===== src/rtl/hazard_pkg.sv =====
package hazard_pkg;

    // Hold requests toward each pipeline stage.
    typedef struct packed {
        logic pf;
        logic dc;
        logic op;
        logic ex;
    } stage_hold_t;

endpackage


===== src/rtl/hz_operand_check.sv =====
module hz_operand_check #(
    parameter int RW = 4
) (
    input  logic          op_valid,
    input  logic [RW-1:0] op_src_a,
    input  logic          op_use_a,
    input  logic [RW-1:0] op_src_b,
    input  logic          op_use_b,
    input  logic          op_b_imm,
    input  logic          op_reads_cc,
    input  logic          ex_valid,
    input  logic          ex_wr_en,
    input  logic [RW-1:0] ex_wr_reg,
    input  logic          ex_wr_pccc,
    input  logic          ex_sets_flags,
    input  logic          ld_pend,
    input  logic [RW-1:0] ld_reg,
    output logic          reg_hazard
);

    logic imm_hz;
    logic flow_hz;
    logic flag_hz;
    logic load_hz;

    always_comb begin
        // Immediate is summed during operand read, so no bypass exists there.
        imm_hz  = op_b_imm && op_use_b && ex_valid && ex_wr_en
                  && (op_src_b == ex_wr_reg);
        // A possible branch holds the follower until write-back settles it.
        flow_hz = ex_valid && ex_wr_pccc;
        // Flags come out of late logic and cannot feed an operand directly.
        flag_hz = op_reads_cc && ex_valid && ex_sets_flags;
        load_hz = ld_pend && ((op_use_a && (op_src_a == ld_reg))
                           || (op_use_b && (op_src_b == ld_reg)));
        reg_hazard = op_valid && (imm_hz || flow_hz || flag_hz || load_hz);
    end

endmodule


===== src/rtl/hz_load_track.sv =====
module hz_load_track #(
    parameter int RW = 4
) (
    input  logic          clk,
    input  logic          rst_n,
    input  logic          set_en,
    input  logic [RW-1:0] set_reg,
    input  logic          clr_en,
    output logic          pend,
    output logic [RW-1:0] pend_reg
);

    typedef struct packed {
        logic          busy;
        logic [RW-1:0] target;
    } track_t;

    track_t st_d, st_q;

    always_comb begin
        st_d = st_q;
        if (clr_en) begin
            st_d.busy = 1'b0;
        end
        if (set_en) begin
            st_d.busy   = 1'b1;
            st_d.target = set_reg;
        end
    end

    always_ff @(posedge clk) begin
        if (!rst_n) begin
            st_q <= '0;
        end else begin
            st_q <= st_d;
        end
    end

    assign pend     = st_q.busy;
    assign pend_reg = st_q.target;

endmodule


===== src/rtl/hz_refill_timer.sv =====
module hz_refill_timer #(
    parameter int REFILL_CLKS = 6
) (
    input  logic clk,
    input  logic rst_n,
    input  logic start,
    output logic busy
);

    localparam int CNT_W = $clog2(REFILL_CLKS + 1);
    localparam logic [CNT_W-1:0] RELOAD = CNT_W'(REFILL_CLKS - 1);

    typedef struct packed {
        logic [CNT_W-1:0] left;
    } timer_t;

    timer_t st_d, st_q;

    always_comb begin
        st_d = st_q;
        if (start) begin
            st_d.left = RELOAD;
        end else if (st_q.left != '0) begin
            st_d.left = st_q.left - 1'b1;
        end
    end

    always_ff @(posedge clk) begin
        if (!rst_n) begin
            st_q <= '0;
        end else begin
            st_q <= st_d;
        end
    end

    // The redirect cycle itself counts as the first refill cycle.
    assign busy = start || (st_q.left != '0);

endmodule


===== src/rtl/pipe_hazard_ctl.sv =====
module pipe_hazard_ctl
    import hazard_pkg::*;
#(
    parameter int RW          = 4,
    parameter int REFILL_CLKS = 6
) (
    input  logic          clk,
    input  logic          rst_n,
    input  logic          pf_ready,
    input  logic          op_valid,
    input  logic [RW-1:0] op_src_a,
    input  logic          op_use_a,
    input  logic [RW-1:0] op_src_b,
    input  logic          op_use_b,
    input  logic          op_b_imm,
    input  logic          op_reads_cc,
    input  logic          op_is_mem,
    input  logic          op_is_load,
    input  logic [RW-1:0] op_dst,
    input  logic          ex_valid,
    input  logic          ex_wr_en,
    input  logic [RW-1:0] ex_wr_reg,
    input  logic          ex_wr_pccc,
    input  logic          ex_sets_flags,
    input  logic          mem_busy,
    input  logic          mem_is_load,
    input  logic          load_done,
    input  logic          redirect,
    output logic          stall_pf,
    output logic          stall_dc,
    output logic          stall_op,
    output logic          stall_ex,
    output logic          flush_front,
    output logic          op_issue,
    output logic          dc_fill,
    output logic          refill_busy
);

    logic          reg_hazard;
    logic          ld_pend;
    logic [RW-1:0] ld_reg;
    logic          ld_set;
    logic          refill;
    logic          ex_hold;
    logic          mem_block;
    stage_hold_t   hold;

    hz_operand_check #(.RW(RW)) u_opchk (
        .op_valid      (op_valid),
        .op_src_a      (op_src_a),
        .op_use_a      (op_use_a),
        .op_src_b      (op_src_b),
        .op_use_b      (op_use_b),
        .op_b_imm      (op_b_imm),
        .op_reads_cc   (op_reads_cc),
        .ex_valid      (ex_valid),
        .ex_wr_en      (ex_wr_en),
        .ex_wr_reg     (ex_wr_reg),
        .ex_wr_pccc    (ex_wr_pccc),
        .ex_sets_flags (ex_sets_flags),
        .ld_pend       (ld_pend),
        .ld_reg        (ld_reg),
        .reg_hazard    (reg_hazard)
    );

    hz_load_track #(.RW(RW)) u_ldtrk (
        .clk      (clk),
        .rst_n    (rst_n),
        .set_en   (ld_set),
        .set_reg  (op_dst),
        .clr_en   (load_done),
        .pend     (ld_pend),
        .pend_reg (ld_reg)
    );

    hz_refill_timer #(.REFILL_CLKS(REFILL_CLKS)) u_refill (
        .clk   (clk),
        .rst_n (rst_n),
        .start (redirect),
        .busy  (refill)
    );

    always_comb begin
        // Busy load, or a load and an ALU result racing for the one write port.
        ex_hold   = (mem_busy && mem_is_load) || (load_done && ex_valid && ex_wr_en);
        mem_block = op_valid && op_is_mem && mem_busy;
        hold.ex   = ex_hold;
        // Flushed front stages never hold; execute is never flushed.
        hold.op   = !redirect && (reg_hazard || mem_block || ex_hold);
        hold.dc   = hold.op;
        hold.pf   = hold.dc;
    end

    assign stall_pf    = hold.pf;
    assign stall_dc    = hold.dc;
    assign stall_op    = hold.op;
    assign stall_ex    = hold.ex;
    assign flush_front = redirect;
    assign refill_busy = refill;
    assign op_issue    = op_valid && !hold.op && !refill;
    assign dc_fill     = pf_ready && !hold.dc && !redirect;
    assign ld_set      = op_issue && op_is_mem && op_is_load;

endmodule


===== config.mk =====
export PLATFORM = sky130hd
export DESIGN_NAME = pipe_hazard_ctl
export DESIGN_NICKNAME = d
export VERILOG_FILES = /design/src/rtl/hazard_pkg.sv /design/src/rtl/hz_operand_check.sv /design/src/rtl/hz_load_track.sv /design/src/rtl/hz_refill_timer.sv /design/src/rtl/pipe_hazard_ctl.sv
export SDC_FILE = /design/constraint.sdc
export NUM_CORES = 1
export LEC_CHECK = 0
export ABC_CLOCK_PERIOD_IN_PS = 1600
export BUFFER_PORTS_ARGS = -buffer_cell sky130_fd_sc_hd__buf_2
export CORE_MARGIN = 3
export CORE_UTILIZATION = 25
export DETAILED_ROUTE_END_ITERATION = 12
export PLACE_DENSITY = 0.61
export SLEW_MARGIN = 20
export SYNTH_ARGS = -nofsm -noshare
export SYNTH_HDL_FRONTEND = slang
export SYNTH_SLANG_ARGS = --single-unit

===== constraint.sdc =====
create_clock -name clk -period 1.6 [get_ports clk]
set_input_delay 0.24 -clock clk [delete_from_list [all_inputs] [get_ports clk]]
set_output_delay 0.24 -clock clk [all_outputs]
set_load 0.02 [all_outputs]

======== Word level (Yosys, flattened, before mapping) ========
Index checks and enable logic that the tools add are counted.
W data, S select, Z words.
word-level totals
  flip-flop bits (word level) ............. 8
  input bits .............................. 34
  output and inout bits ................... 8
  word-level logic and storage cells ...... 51
cells by class
  add/subtract/negate cells ............... 1
  equal/unequal tests ..................... 3
  mux-type cells .......................... 4
  bitwise operators ....................... 1
  reductions and logical operators ........ 38
operator list
  kind                   count
  $logic_and A1 B1 Y1    23
  $eq A4 B4 Y1           3
  $logic_or A1 B1 Y1     8
  $mux W3                2
  $mux W5                1
  $reduce_bool A2 Y1     2
  $logic_not A1 Y1       3
  $reduce_bool A3 Y1     1
  $sub A3 B1 Y3 const B  1
  $reduce_or A2 Y1       1
  $mux W1                1
  $not A1 Y1             1

======== Logic depth before layout (Yosys ltp) ========
Gate-level depths: netlist (run 1).
  word-level depth ........................ 17
  mapped depth ............................ 7
  gate-level depth less buffers ........... 7

======== Modules after synthesis ========
A second synthesis (run 1) with hierarchy kept.
second synthesis, totals
  cell total of the unflattened synthesis .. 71
  area total of the unflattened synthesis .. 621.8 um2
by module, submodules not included
  module            times used  cells each  area each (um2)  sequential area each (um2)
  hz_load_track     1           16          190.2            100.1
  hz_refill_timer   1           19          173.9            60.1
  hz_operand_check  1           25          165.2            0.0
  pipe_hazard_ctl   1           11          92.6             0.0

======== Least setup slack after synthesis (run 1) ========
No wires, ideal clock.
  path kind ............................... reg-to-output
  from .................................... reg u_ldtrk.st_q (netlist bit u_ldtrk.pend_reg[0])
  to ...................................... out stall_op
  arrival time ............................ 1.563 ns
  data required time ...................... 1.360 ns
  slack ................................... -0.203 ns
  cell stages (with the launch flop) ...... 8
  path buffers ............................ 1
  path through ............................ dfxtp_1 > xor2_1 > nor3_1 > nand4_1 > nand4_2 > a21oi_1 > nor2_1 > buf_4
on the way
  word-level cells in the longest chain between the ends .. 9
  elaborated cells on any way between the ends .. 11
  classes of those cells .................. 2 x eq/ne; 9 x reduce/logical
RTL lines
  element                                 line                                            text
  start, declared                         hz_load_track.sv:18                             track_t st_d, st_q;
  start signal, assigned                  hz_load_track.sv:35                             st_q <= st_d;
  $eq A4 B4 Y1 (on tied branches)         hz_operand_check.sv:34, hz_operand_check.sv:35
  $logic_and A1 B1 Y1 (on tied branches)  hz_operand_check.sv:34, hz_operand_check.sv:35
  $logic_or A1 B1 Y1 (*)                  hz_operand_check.sv:35                          || (op_use_b && (op_src_b == ld_reg)));
  $logic_and A1 B1 Y1 (*)                 hz_operand_check.sv:34                          load_hz = ld_pend && ((op_use_a && (op_src_a == ld_reg))
  $logic_or A1 B1 Y1 (*)                  hz_operand_check.sv:36                          reg_hazard = op_valid && (imm_hz || flow_hz || flag_hz || load_hz);
  $logic_and A1 B1 Y1 (*)                 hz_operand_check.sv:36
  $logic_or A1 B1 Y1 (*) (2 in a row)     pipe_hazard_ctl.sv:89                           hold.op = !redirect && (reg_hazard || mem_block || ex_hold);
  $logic_and A1 B1 Y1 (*)                 pipe_hazard_ctl.sv:89
  end, declared                           pipe_hazard_ctl.sv:31                           output logic stall_op,
Mark *: on every way between the ends. The rest lies on a longest branch, timed or not.

======== Worst setup path after layout (run 1) ========
  from .................................... reg u_ldtrk.st_q (netlist bit u_ldtrk.pend_reg[0])
  to ...................................... out dc_fill
on the way
  word-level cells in the longest chain between the ends .. 12
  elaborated cells on any way between the ends .. 14
  classes of those cells .................. 2 x eq/ne; 12 x reduce/logical
RTL lines
  element                                 line                                            text
  $eq A4 B4 Y1 (on tied branches)         hz_operand_check.sv:34, hz_operand_check.sv:35
  $logic_and A1 B1 Y1 (on tied branches)  hz_operand_check.sv:34, hz_operand_check.sv:35
  $logic_or A1 B1 Y1 (*)                  hz_operand_check.sv:35
  $logic_and A1 B1 Y1 (*)                 hz_operand_check.sv:34
  $logic_or A1 B1 Y1 (*)                  hz_operand_check.sv:36
  $logic_and A1 B1 Y1 (*)                 hz_operand_check.sv:36
  $logic_or A1 B1 Y1 (*) (2 in a row)     pipe_hazard_ctl.sv:89
  $logic_and A1 B1 Y1 (*)                 pipe_hazard_ctl.sv:89
  $logic_not A1 Y1 (*)                    pipe_hazard_ctl.sv:101                          assign dc_fill = pf_ready && !hold.dc && !redirect;
  $logic_and A1 B1 Y1 (*) (2 in a row)    pipe_hazard_ctl.sv:101
  end, declared                           pipe_hazard_ctl.sv:35                           output logic dc_fill,
Marked as above.

==> results of run 1 <==
placed cells by master, fill, tap and decap left out, types with 2 or more instances in the layout:
master | Yosys | layout
buf_2 | 0 | 35
nand2_1 | 9 | 9
xnor2_1 | 6 | 6
xor2_2 | 0 | 6
buf_6 | 0 | 5
buf_4 | 4 | 5
inv_1 | 4 | 4
nand4_1 | 4 | 4
mux2i_1 | 4 | 4
dfxtp_1 | 8 | 4
nor3_2 | 0 | 3
nor2_1 | 4 | 3
o21a_1 | 3 | 3
clkbuf_4 | 0 | 3
dfxtp_4 | 0 | 3
a21oi_1 | 3 | 2
ha_1 | 3 | 2
stage by stage:
stage	std cells	power, mW	cell area, sq um	TNS [ns]	hold WS [ns]
2_1_floorplan	72	0.343	658	0	0.316
3_3_place_gp	140	0.413	883	-0.0624	0.485
3_5_place_dp	140	0.419	883	-0.107	0.493
4_1_cts	144	0.580	947	-1.37	0.225
5_1_grt	144	0.633	1030	-2.66	0.233
6_report	144	0.590	1030	-1.39	0.231
worst min-delay path: stages:
cell and delay [ns]:
buf_2 0.09, nand2_1 0.04, mux2i_1 0.05
Yosys cell counts, types with 4 or more instances:
library cell  n  area share, %
xnor2_1       6            8.3
mux2i_1       4            6.3
buf_4         4            4.7
inv_1         4            2.4
xor2_1        7            9.7
nand2_1       9            5.3
nand4_1       4            3.9
nor2_1        4            2.4
dfxtp_1       8             25
final timing paths:
check | endpoint | slack, ns | startpoint | cells after the start
max | dc_fill | -0.24 | u_ldtrk.pend_reg[0] | 7
min | u_ldtrk.pend_reg[2] | 0.23 | op_dst[2] | 3
max reg2reg | u_ldtrk.pend_reg[3] | -0.10 | u_ldtrk.pend_reg[0] | 8
min reg2reg | u_ldtrk.pend_reg[2] | 0.51 | u_ldtrk.pend_reg[2] | 2
logic make-up after synthesis:
group / count (synthesis)
DFF: 8
muxes: 4
adders and majority gates: 3
and+or+nand+nor: 27
AOI/OAI and AO/OA: 9
buffers and inverters: 8
xor gates and xnor gates: 13
what timing repair did:
item,4_1_cts,5_1_grt
setup buffers,1,0
endpoints found under the setup margin,6,11
cloned,0,0
gates resized for setup,14,15
pin swaps,5,13
area by class of cell:
type	count	area share (%)
multi-input cells	56	50.2
repair buffers	45	26.1
flip-flops and latches	8	16.7
well taps	28	3.39
clock buffers	3	2.18
inverters	4	1.45
per-layer routing:
layer / track usage, % / vias to the layer above / share of wire (%)
met2: 17.2 / 19 / 52
met1: 10.5 / 286 / 40
met4: 4.07 / 0 / 1.4
met3: 2.76 / 4 / 6.9
li1: - / 328 / -
met5: 0 / - / 0
power groups by stage:
| stage | registers [mW] | logic, mW | clock network (mW) |
|---|---|---|---|
| floorplan | 0.217 | 0.126 | 0 |
| global placement | 0.217 | 0.196 | 0 |
| detailed placement | 0.218 | 0.201 | 0 |
| CTS | 0.215 | 0.216 | 0.150 |
| global route | 0.211 | 0.260 | 0.162 |
| finish | 0.210 | 0.237 | 0.143 |
==> impl_metrics.tcl, run 1 <==
set metrics [dict create \
    status "finished, violations left" \
    violations "negative setup slack" \
    synth_cell_types 23 \
    fmax_mhz 545 \
    insertion_delay_ns 0.24 \
    synth-simple-area-share_pct 25.0 \
    synth_warnings 0 \
    synthXorXnorAreaFrac_pct 17.9 \
    synthCells 72 \
    die-area_sq_um 3180 \
    synthToLayoutAreaGrowth_pct 62.7 \
    cp.arrival_ns 1.60 \
    cap_violations 0 \
    dr.pass1.iters 3 \
    die_h_um 56.4 \
    drtIter0Drc 7 \
    p_comb_share_pct 40.1 \
    fin_util_pct 44.5 \
    grt_max_degree 13 \
    die_w_um 56.4 \
    crit_type "flop to output port" \
    gp_congestion 0.733 \
    place_hpwl_mm 1.35 \
    cp-end-kind "output port" \
    grt_pass1_wl_mm 2.50 \
    clock_path_buffers 2 \
    syn_area_per_cell_sq_um 8.81 \
    cts_tree "built" \
    slew_violations 0 \
    drive_gt1_share_pct 60.3 \
    yosysSeqAreaShare_pct 25.2 \
    root_buffer "clkbuf_4" \
    clock_sinks 8 \
    fill_cells 230 \
    fin_crit_ns 1.84 \
    crit_buf_inv 1 \
    syn-num-nets 109 \
    power_density_nw_per_um2 571 \
    cp_data_required_time_ns 1.36 \
    syn_area_sq_um 634 \
    route.vias.total 637 \
    finalCritPeriodShare_pct 115 \
    clkPwrFrac_pct 24.2 \
    layout.nets 155 \
    synthArstFlopShare_pct 0 \
    cts_buffers 3 \
    relSlewSlack_pct 85.9 \
    multi_input_area_sq_um 518 \
    clk_pin_slew_ns 0.05 \
    synth_ff_type "dfxtp_1" \
    io_pins 42 \
    ir_worst_vdd_uv 432 \
    worst_path_largest_cell_delay_ns 0.37 \
    crit_fanout 3 \
    synth_edf_count 0 \
    drt_wl_total_mm 1.63 \
    p_sw_uw 180 \
    cts_max_level 1 \
    routedWlPerCell_um 11.3 \
    cp-start-kind "flop" \
    finalClockSkew_ns 0.00315 \
    max_slew.worst_pin.slew_ns 0.211 \
    placementRows 17 \
    hold_viol 0 \
    largest_reg_flops 5 \
    antenna_found_initial 0 \
    holdCritPathClass "input port to flop" \
    p_int_uw 410 \
    grt_pass1_vias 638 \
    synth_mux_area_share_pct 6.31 \
    seq_area_sq_um 173 \
    rsz0062_at_grt "true" \
    drc 0 \
    power.share.switching_pct 30.5 \
    grt-ovfl-total 0 \
    synth_top_family_by_area "simple AND/OR/NAND/NOR gates" \
    n_antenna_cell 0 \
    synth_fa_ha_area_share_pct 5.92 \
    crit_family "simple AND/OR/NAND/NOR gates" \
    layout_setup_ws_ns -0.236 \
    hold_buffers 0 \
    portBuffers 41 \
    core_area_sq_um 2320 \
    viasPerCell 4.42 \
    synth-compound-area-share_pct 12.4 \
    ys_ff_latch 8 \
    setup_viol 10 \
    track_usage_pct 9.61 \
    ant_nets 0 \
    seqPwrFrac_pct 35.7 \
    power.leakage_nw 0.465 \
    dp_slack_ns -0.0716 \
    start_util_pct 27.4 \
    worstPathCellList "xor2_2 -> nor3_2 -> nand4_1 -> nand4_2 -> a21oi_4 -> and3b_1 -> buf_6" \
    cp_slowest_cell "dfxtp_4" \
]
Note: power is estimated with default switching activity, not from simulation.
==> run 2: changes to the inputs <==
Settings changed: CORE_MARGIN 3 to not set, SKIP_LAST_GASP set to 1, SLEW_MARGIN 20 to not set.
==> run 2 against run 1 <==
The flow still finishes with violations (negative setup slack). Utilization shrank 0.73 points. Register-to-register slack about the same. Flip-flop and latch count did not move. Setup slack lost 0.027 ns. Clock skew shrank 0.0011 ns. Final cell count increased by 0.69%. Wire length up 0.25%. Worst hold slack got worse by 0.0024 ns. Count of clock-buffer cells in the layout unchanged. Sequential share of layout area grew 0.064 points. Largest cell class unchanged.
==> impl_metrics.tcl, run 2 (synthesis results as in run 1) <==
set metrics [dict create \
    status "finished, violations left" \
    violations "negative setup slack" \
    power_density_nw_per_um2 608 \
    cts_tree "built" \
    hold_buffers 0 \
    power.leakage_nw 0.469 \
    insertion_delay_ns 0.25 \
    fill_cells 240 \
    layout_setup_ws_ns -0.263 \
    synthToLayoutAreaGrowth_pct 58.6 \
    crit_type "flop to output port" \
    gp_congestion 0.652 \
    drtIter0Drc 8 \
    largest_reg_flops 5 \
    clock_path_buffers 2 \
    portBuffers 41 \
    viasPerCell 4.63 \
    cp-start-kind "flop" \
    start_util_pct 27.6 \
    cp_data_required_time_ns 1.36 \
    drc 0 \
    final_common_cell "buf_2" \
    ant_nets 0 \
    crit_fanout 3 \
    fin_crit_ns 1.86 \
    finalCritPeriodShare_pct 116 \
    total_power_uw 612 \
    die-area_sq_um 2740 \
    rsz0062_at_grt "true" \
    clk_pin_slew_ns 0.05 \
    finalClockSkew_ns 0.00204 \
    cap_violations 0 \
    layout.nets 156 \
    route.vias.total 671 \
    place_hpwl_mm 1.28 \
    cts_buffers 3 \
    seq_area_sq_um 169 \
    hold_viol 0 \
    routedWlPerCell_um 11.3 \
    clock_sinks 8 \
    cp-end-kind "output port" \
    multi_input_area_sq_um 484 \
    antenna_found_initial 0 \
    hold-worst-slack_ns 0.229 \
    grt_pass1_vias 627 \
    io_pins 42 \
    n_antenna_cell 0 \
    track_usage_pct 12.1 \
    die_h_um 52.4 \
    tns_ns -1.40 \
    relSlewSlack_pct 86.8 \
    dr.pass1.iters 4 \
    slew_violations 0 \
    core_area_sq_um 2300 \
    cp.arrival_ns 1.62 \
    ir_worst_vdd_uv 309 \
    grt-ovfl-total 0 \
    die_w_um 52.4 \
    max_slew.worst_pin.slew_ns 0.196 \
    holdCritPathClass "input port to flop" \
    final_cell_mix "35 x buf_2, 9 x nand2_1, 7 x xor2_1" \
    root_buffer "clkbuf_4" \
    drive_gt1_share_pct 55.6 \
    grt_max_degree 13 \
    drt_wl_total_mm 1.63 \
    grt_pass1_wl_mm 2.37 \
    fmax_mhz 537 \
    placementRows 17 \
    setup_viol 10 \
    cts_max_level 1 \
]
==> run 2: changes by cell type in the layout (fill, tap and decap cells not counted), sizes merged <==
| cell | before | now |
|---|---|---|
| buf | 45 | 46 |
==> run 2: path summary, 6_finish.rpt <==
kind | from | end | slack, ns | cells after the start
worst min-delay path | op_dst[2] | u_ldtrk.pend_reg[2] | 0.23 | 3
worst max-delay path | u_ldtrk.pend_reg[2] | dc_fill | -0.26 | 7
worst max register to register | u_ldtrk.pend_reg[2] | u_ldtrk.pend_reg[1] | -0.10 | 8
worst min register to register | u_ldtrk.pend_reg[0] | u_ldtrk.pend_reg[0] | 0.48 | 2
==> run 2: area by class of cell <==
class                           instances  share of cell area (%)
Inverter                                4                    1.49
Sequential cell                         8                    16.8
Clock buffer                            3                    2.24
Timing Repair Buffer                   46                    27.9
Multi-Input combinational cell         56                    48.1
Tap cell                               28                    3.48
==> run 2: stage by stage <==
step	util, %	setup WS (ns)	cells	cell area (sq um)
finish	43.8	-0.263	145	1010
global route	43.8	-0.344	145	1010
CTS	41.9	-0.283	143	962
detailed placement	38.1	-0.128	139	876
global placement	38.1	-0.0673	139	876
floorplan	-	0.00375	72	658
==> run 2: power breakdown <==
part | internal (mW) | total (mW) | switching (mW) | leakage (nW)
logic | 0.127 | 0.246 | 0.120 | 0.387
registers | 0.208 | 0.213 | 0.00514 | 0.0677
clock network | 0.0857 | 0.153 | 0.0668 | 0.0138
==> run 2: routing by layer <==
layer	share of wire [%]	up-vias	global-route usage (%)
li1	-	337	-
met1	39	298	10.2
met2	51	34	24.3
met3	9.7	2	5.22
met4	0.31	0	3.95
met5	0	-	0
==> run 2: worst max-delay path, cell delays in order (launching register included) <==
cell and delay (ns):
dfxtp_2 0.33, xor2_1 0.14, nor3_1 0.20, nand4_1 0.17
nand4_4 0.13, a21oi_4 0.07, and3b_1 0.20, buf_6 0.13
==> run 2: timing repair <==
action                                  4_1_cts  5_1_grt
buffers inserted                              1        2
gates resized for setup                      18        6
pin swaps                                     7       11
endpoints found under the setup margin       10       11
gates cloned                                  0        0
==> run 3: changes to the inputs <==
Settings changed: CORE_MARGIN set to 3, CORE_UTILIZATION 25 to 35, PLACE_DENSITY 0.61 to 0.78.
==> run 3 against run 2 <==
The flow still finishes with violations (negative setup slack). Global-route usage increased by 1.5 points. Largest cell class unchanged. Utilization is 18 points higher. Worst hold slack about the same. Critical path type unchanged. Register-to-register slack improved by 0.02 ns. Clock power is essentially flat. Wire length shrank 3.5%.
==> impl_metrics.tcl, run 3 (synthesis results as in run 1) <==
set metrics [dict create \
    status "finished, violations left" \
    violations "negative setup slack" \
    drtIter0Drc 5 \
    holdCritPathClass "input port to flop" \
    drc 0 \
    power_density_nw_per_um2 603 \
    fin_crit_ns 1.85 \
    io_pins 42 \
    clock_sinks 8 \
    crit_type "flop to output port" \
    route.vias.total 667 \
    n_antenna_cell 0 \
    final_common_cell "buf_2" \
    fin_util_pct 62.2 \
    cts_tree "built" \
    total_power_uw 604 \
    antenna_found_initial 0 \
    instances_no_fill 143 \
    grt_pass1_vias 611 \
    cp_data_required_time_ns 1.36 \
    synthToLayoutAreaGrowth_pct 58.0 \
    grt.met1_usage_pct 15.8 \
    crit_fanout 3 \
    postPlaceCellArea_sq_um 878 \
    top_usage_layer "met2" \
    final_area_sq_um 1000 \
    fmax_mhz 542 \
    finalClockSkew_ns 0.00228 \
    die-area_sq_um 2360 \
    die_w_um 48.6 \
    max_slew.worst_pin.slew_ns 0.205 \
    gr-usage-met2_pct 22.2 \
    relSlewSlack_pct 86.4 \
    insertion_delay_ns 0.25 \
    start_util_pct 39.4 \
    slew_violations 0 \
    largest_reg_flops 5 \
    dr.pass1.iters 4 \
    portBuffers 41 \
    hold-worst-slack_ns 0.229 \
    rsz0062_at_grt "true" \
    finalCritPeriodShare_pct 115 \
    placementRows 14 \
    die_h_um 48.6 \
    layout.nets 158 \
    viasPerCell 4.66 \
    drive_gt1_share_pct 55.5 \
    cts_buffers 3 \
    dp_cells 136 \
    root_buffer "clkbuf_4" \
    grtUsageMet3_pct 4.29 \
    fill_cells 150 \
    routedWlPerCell_um 11.0 \
    place_hpwl_mm 1.27 \
    layout_setup_ws_ns -0.246 \
    setup_viol 10 \
    cts_max_level 1 \
    ir_worst_vdd_uv 556 \
    cp-start-kind "flop" \
    grt_max_degree 13 \
    final_cell_mix "35 x buf_2, 9 x nand2_1, 8 x buf_6" \
    cap_violations 0 \
    grt-ovfl-total 0 \
    core_area_sq_um 1610 \
    hold_buffers 0 \
    clock_path_buffers 2 \
    ant_nets 0 \
    gp_congestion 0.721 \
    clk_pin_slew_ns 0.05 \
    track_usage_pct 13.6 \
    power.leakage_nw 0.479 \
    cp-end-kind "output port" \
    cp.arrival_ns 1.61 \
    drt_wl_total_mm 1.58 \
    hold_viol 0 \
    grt_pass1_wl_mm 2.58 \
]
-- run 3: cell count changes in the layout (fill, tap and decap cells not counted), sizes merged --
cell / before / now
buf: 46 / 48
-- run 3: path summary, 6_finish.rpt --
check                                         start                  end  slack, ns  depth (start not counted)
worst max-delay path            u_ldtrk.pend_reg[2]              dc_fill      -0.25                          7
worst max register to register  u_ldtrk.pend_reg[2]  u_ldtrk.pend_reg[3]      -0.08                          9
worst min-delay path                      op_dst[0]  u_ldtrk.pend_reg[0]       0.23                          3
worst min register to register  u_ldtrk.pend_reg[3]  u_ldtrk.pend_reg[3]       0.48                          2
-- run 3: what timing repair did --
| action | in CTS | in global routing |
|---|---|---|
| pin swaps | 3 | 10 |
| setup endpoints to repair | 10 | 11 |
| setup buffers | 4 | 1 |
| gates resized for setup | 16 | 7 |
-- run 3: layer usage --
metal	share of wire, %	vias up	wire [um]
li1	-	341	-
met1	41	296	643
met2	50	28	785
met3	8.4	2	132
met4	0.89	0	14
met5	0	-	0
-- run 3: per-stage QoR --
stage / worst slack (ns) / setup TNS (ns)
after floorplan: 0.00375 / 0
after CTS: -0.258 / -1.93
after global placement: -0.0333 / -0.0333
final: -0.246 / -1.43
after detailed placement: -0.100 / -0.194
after global routing: -0.363 / -2.80
-- run 3: final cells by class --
type / instances / area [sq um] / area share [%]
flip-flops and latches: 8 / 169 / 16.9
multi-input cells: 56 / 463 / 46.2
repair buffers: 48 / 303 / 30.2
clock buffers: 3 / 22.5 / 2.25
well taps: 24 / 30.0 / 3.00
inverters: 4 / 15.0 / 1.50
-- run 3: power by group --
part	total (mW)	internal, mW	switching, mW	leakage (nW)
registers	0.213	0.208	0.00466	0.0677
logic	0.242	0.126	0.115	0.398
clock network	0.150	0.0855	0.0643	0.0138
-- run 3: worst max-delay path, stage by stage (launching register included) --
cell	delay, ns
dfxtp_4	0.35
xor2_1	0.16
nor3_1	0.19
nand4_1	0.14
nand4_2	0.14
a21oi_4	0.08
and3b_1	0.18
buf_6	0.13
